--- src/rtl/pmp_pkg.sv ---
package pmp_pkg;
  typedef enum logic [1:0] {
    AM_OFF   = 2'd0,
    AM_TOR   = 2'd1,
    AM_NA4   = 2'd2,
    AM_NAPOT = 2'd3
  } amode_e;

  localparam int CFG_R       = 0;
  localparam int CFG_W       = 1;
  localparam int CFG_X       = 2;
  localparam int CFG_MODE_LO = 3;
  localparam int CFG_MODE_HI = 4;
  localparam int CFG_LOCK    = 7;

  localparam logic [1:0] ACC_READ  = 2'd0;
  localparam logic [1:0] ACC_WRITE = 2'd1;
  localparam logic [1:0] ACC_EXEC  = 2'd2;

  localparam logic [1:0] PRIV_M = 2'd3;
endpackage

--- src/rtl/pmp_csr_file.sv ---
module pmp_csr_file
  import pmp_pkg::*;
#(
  parameter int NUM_ENTRIES = 16,
  parameter int PA_W        = 56,
  parameter int WDATA_W     = 64,
  parameter int IDX_W       = 4
) (
  input  logic                                clk,
  input  logic                                rst_n,
  input  logic                                wr_en,
  input  logic                                wr_sel_addr,
  input  logic [IDX_W-1:0]                    wr_idx,
  input  logic [WDATA_W-1:0]                  wr_data,
  output logic [NUM_ENTRIES-1:0][7:0]         cfg_q,
  output logic [NUM_ENTRIES-1:0][PA_W-3:0]    addr_q
);
  localparam int AW = PA_W - 2;

  // bits above the address field are dropped on write
  logic unused_wdata_hi;
  assign unused_wdata_hi = ^wr_data[WDATA_W-1:AW];

  for (genvar i = 0; i < NUM_ENTRIES; i++) begin : g_ent
    logic [7:0]    cfg_r;
    logic [AW-1:0] addr_r;
    logic          hit_idx;
    logic          cfg_locked;
    logic          addr_locked;

    assign hit_idx    = wr_en && (wr_idx == IDX_W'(i));
    assign cfg_locked = cfg_r[CFG_LOCK];

    if (i < NUM_ENTRIES - 1) begin : g_upper
      // a locked range entry above protects this entry's address
      assign addr_locked = cfg_locked ||
        (cfg_q[i+1][CFG_LOCK] &&
         (amode_e'(cfg_q[i+1][CFG_MODE_HI:CFG_MODE_LO]) == AM_TOR));
    end else begin : g_top
      assign addr_locked = cfg_locked;
    end

    always_ff @(posedge clk) begin
      if (!rst_n) begin
        cfg_r  <= '0;
        addr_r <= '0;
      end else begin
        if (hit_idx && !wr_sel_addr && !cfg_locked) cfg_r <= wr_data[7:0];
        if (hit_idx &&  wr_sel_addr && !addr_locked) addr_r <= wr_data[AW-1:0];
      end
    end

    assign cfg_q[i]  = cfg_r;
    assign addr_q[i] = addr_r;
  end
endmodule

--- config.mk ---
export PLATFORM = sky130hd
export DESIGN_NAME = pmp_csr_file
export DESIGN_NICKNAME = d
export VERILOG_FILES = /design/src/rtl/pmp_pkg.sv /design/src/rtl/pmp_csr_file.sv
export SDC_FILE = /design/constraint.sdc
export NUM_CORES = 2
export LEC_CHECK = 0
export CORE_AREA = 5 5 416 418
export DETAILED_ROUTE_END_ITERATION = 8
export DIE_AREA = 0 0 421 423
export GPL_TIMING_DRIVEN = 0
export PLACE_DENSITY = 0.52
export SETUP_SLACK_MARGIN = 0.1
export SLEW_MARGIN = 20
export SYNTH_ARGS = -nofsm -noshare
export SYNTH_HDL_FRONTEND = slang
export SYNTH_SLANG_ARGS = --single-unit
--- constraint.sdc ---
create_clock -name clk -period 2.8 [get_ports clk]
set_input_delay 0.42 -clock clk [delete_from_list [all_inputs] [get_ports clk]]
set_output_delay 0.42 -clock clk [all_outputs]
set_load 0.01 [all_outputs]
==> Word level (Yosys, flattened, before mapping) <==
Index checks and enable logic that the tools add are counted.
{ "op_classes": {"n_eq_ne": 30, "n_reduce_logical": 143} }
{ "ops": {"columns": ["cell", "n"], "rows": [
  ["$logic_and 1x1->1", 95],
  ["$eq 4x4->1 const B", 8],
  ["$logic_not 1->1", 32],
  ["$eq 2x1->1 const B", 15],
  ["$eq 4x3->1 const B", 4],
  ["$logic_or 1x1->1", 15],
  ["$eq 4x2->1 const B", 2],
  ["$eq 4x1->1 const B", 1],
  ["$logic_not 4->1", 1]
]} }
{ "totals": {"register_bits": 992, "out_inout_bits": 992} }

==> Depth between registers and ports, before layout <==
{ "depth": {"word_depth": 5, "depth_mapped": 7} }

==> Least setup slack after synthesis <==
Ideal clock, no wire load.
{ "synth_path": {"path_type": "input port to flip-flop", "startpoint": "input port wr_sel_addr", "endpoint": "register g_ent[15].addr_r[3]", "setup_ps": 73, "arrival_time_ps": 1602, "t_required_ps": 2727, "path_slack_ps": 1125, "stages": 6, "path_cell_list": "clkbuf_1 and3_1 nor3b_1 buf_4 buf_4 mux2i_1"} }
{ "synth_via": {"elab_chain_len": 2} }
{ "synth_lines": {"columns": ["item", "line_no", "source"], "rows": [
  ["start: declaration", "pmp_csr_file.sv:12", "input logic wr_sel_addr,"],
  ["$logic_and 1x1->1 (2 in series)", "pmp_csr_file.sv:49", "if (hit_idx && wr_sel_addr && !addr_locked) addr_r <= wr_data[AW-1:0];"],
  ["end signal: assignment", "pmp_csr_file.sv:49", null],
  ["end: declaration", "pmp_csr_file.sv:26", "logic [AW-1:0] addr_r;"]
]} }
No other way between the ends.
A chain may end at the register's enable or synchronous reset.

==> Final worst setup path <==
{ "layout_path": {"startpoint": "input port wr_idx[1]", "endpoint": "register g_ent[7].addr_r[51]"} }
{ "layout_via": {"elab_chain_len": 4} }
{ "layout_lines": {"columns": ["item", "line_no", "source"], "rows": [
  ["start: declaration", "pmp_csr_file.sv:13", "input logic [IDX_W-1:0] wr_idx,"],
  ["$eq 4x3->1", "pmp_csr_file.sv:31", "assign hit_idx = wr_en && (wr_idx == IDX_W'(i));"],
  ["$logic_and 1x1->1", "pmp_csr_file.sv:31", null],
  ["$logic_and 1x1->1 (2 in series)", "pmp_csr_file.sv:49", null],
  ["end signal: assignment", "pmp_csr_file.sv:49", null],
  ["end: declaration", "pmp_csr_file.sv:26", null]
]} }
No other way between the ends.

==> results.toml <==
[clock_tree]
numCtsBuffers = 115
cts_setup_buffers = 0
hold_buffers = 0
cts_buffer_depth = 3
cts_tree = "yes"
cts_sinks = 992
clock_latency_ns = 0.75
cts-root-buf = "clkbuf_16"
cts_max_level = 3
clk_pin_slew_worst_paths_ns = 0.06
cts_resized = 0

[die]
die-area_sq_um = 178000
start_util_pct = 21.7
die_h_um = 423
rows = 151
core_sq_um = 169000
ios = 1064
die_x_um = 421

[critical_path]
crit_chain = "clkdlybuf4s50_1 > buf_6 > and4b_1 > buf_4 > o211ai_1 > buf_2 > buf_6 > mux2i_1"
worst_setup_path_end_kind = "register"
crit_fanout = 10
critical_path.startpoint_type = "input port"
path_common_cell = "buf_6"
worst-path-buf-inv = 5
slowest_delay_ns = 0.65
critical_path.top_delay_family = "buffers and inverters"
worstPathRequired_ns = 3.45
crit_type = "in2reg"
crit_arrival_ns = 3.12
critPathSlowestCell = "clkdlybuf4s50_1"

[final_layout]
utilization_pct = 31.8
drive_gt1_share_pct = 7.00
nNetsFinal = 4777
area_delta_synth_final_pct = 46.5
design_area_sq_um = 53700

[placed_design]
io_buffers = 1044
placed_cell_area_sq_um = 50000
dp_hpwl_um = 151000
place.gp.congestion = 0.878

[drt]
avgRoutedWirePerCell_um = 28.0
ant_nets = 0
totalWireLength_um = 196000
via_per_inst = 4.44
first_pass_iters = 7
vias = 31200
drt-initial-drc-count = 2059
route.detailed.drc = 0

[sta]
maxSlewViolCount = 0
hold_viol = 0
max_slew_margin_pct = 21.5
setup-tns-final_ns = 0
rsz0062_at_grt = "false"
setup_violations = 0
period_share_pct = 88.2
min_period_ns = 2.47
tightestPinTransition_ns = 1.18
fmax_mhz = 405
finClkSkew_ns = 0.0270

[run_status]
outcome = "finished clean"

[synthesis]
ys_types = 39
synthTopCellsByCount = "dfxtp_1 (992), nand2_1 (941), mux2i_1 (871), clkbuf_1 (207), nand3_1 (106)"
synthesis.area_sq_um = 36700
ys_ff_latch = 992
synth_top_area_cell = "dfxtp_1"
yosysSeqAreaShare_pct = 54.2
async_reset_ff_share_pct = 0
synth_top_cell_area_share_pct = 54.2
yosysWarnings = 0
synth_edf_count = 0
synth_nets = 3614
avgSynthCellArea_sq_um = 10.4
yosys-top-cells-area = "dfxtp_1 (54%), mux2i_1 (24%), nand2_1 (9.6%), clkbuf_1 (2.1%), a21boi_0 (1.6%)"
yosysMostFrequentCell = "dfxtp_1"
synth_ff_type = "dfxtp_1"
syn_inst = 3542

[grt]
grt_pass1_wl_um = 264000
grt_pass1_vias = 30600
track_usage_pct = 21.1
grt_remaining_overflow = 0
grt_max_degree = 16
antenna_found_initial = 9

[run]
cap_violations = 0

[power_and_ir_drop]
power_density_nw_per_um2 = 586
p_leak_nw = 23.7
ir_worst_vdd_uv = 484

[min_path]
min_path_type = "in2reg"
-- report_power, final --
part / internal [W] / switching, W / total (W)
registers: 0.0142 / 0.0000628 / 0.0143
clock network: 0.00885 / 0.00651 / 0.0154
logic: 0.000505 / 0.00134 / 0.00185
total: 0.0236 / 0.00791 / 0.0315
-- kinds of logic after synthesis --
kind of cell,Yosys count,share of synthesized area (%)
and+or+nand+nor,1111,12.7
DFF,992,54.2
muxes,871,23.8
buffers and inverters,327,5.10
AOI/OAI and AO/OA,241,4.26
-- sequential cells by signal, summed over array words and instances (netlist names) --
name and flops:
g_ent.addr_r 864, g_ent.cfg_r 128
-- worst register-to-register path, cell delays in order (launching register included) --
cell      delay [ns]
dfxtp_1         0.46
and4b_1         0.25
buf_4           0.17
o211ai_1        0.27
buf_2           0.56
buf_6           0.35
mux2i_1         0.21
-- final timing paths --
check | from | endpoint | slack, ns | cells past startpoint
max | wr_idx[1] | g_ent[7].addr_r[51] | 0.33 | 8
min | wr_data[3] | g_ent[0].cfg_r[3] | 0.18 | 3
max reg2reg | g_ent[7].cfg_r[7] | g_ent[7].addr_r[51] | 0.45 | 6
min reg2reg | g_ent[2].addr_r[37] | g_ent[2].addr_r[37] | 0.46 | 2
-- final cells by class --
| cell class | instances | area (sq um) |
|---|---|---|
| Fill cell | 17400 | 115000 |
| Sequential cell | 992 | 19900 |
| Multi-Input combinational cell | 2223 | 14900 |
| Timing Repair Buffer | 1046 | 10500 |
| Clock buffer | 172 | 3370 |
| Tap cell | 2218 | 2780 |
| Buffer | 326 | 1890 |
| Clock inverter | 37 | 404 |
| Inverter | 1 | 3.75 |
| Antenna cell | 1 | 2.50 |
-- layout by cell type, fill, tap and decap left out, types with 5 or more instances in the layout --
cell type        count
a21boi_0            78
a21boi_1            27
and4bb_2             7
buf_12               7
buf_2               22
buf_4               38
buf_6               52
bufinv_16            6
clkbuf_1           219
clkbuf_16          115
clkbuf_2            18
clkbuf_8            28
clkdlybuf4s50_1   1044
clkinv_2            14
clkinvlp_4           5
dfxtp_1            992
inv_6                7
mux2i_1            871
nand2_1            941
nand3_1            106
nand4b_1             5
nand4bb_1            8
nor2_1              10
o211ai_1            11
o21a_1              12
o21ai_0            105
-- layer usage --
layer / wire (um) / track usage [%] / vias to the layer above
met5: 30 / 0 / -
met4: 8050 / 8.09 / 4
met3: 11200 / 4.76 / 284
met2: 97000 / 37.0 / 1080
met1: 80100 / 25.0 / 15600
li1: - / - / 14200
-- per-stage QoR --
stage / hold slack [ns] / setup WS (ns) / cells / total power [W]
3_5_place_dp: 0.449 / -0.417 / 6806 / 0.0165
3_3_place_gp: 0.443 / -1.88 / 6804 / 0.0165
6_report: 0.182 / 0.329 / 7016 / 0.0315
5_1_grt: 0.130 / 0.340 / 7015 / 0.0325
4_1_cts: 0.0624 / 0.344 / 7015 / 0.0319
2_1_floorplan: 0.479 / 1.12 / 3542 / 0.0153
Power figures use the tool's default switching activity.
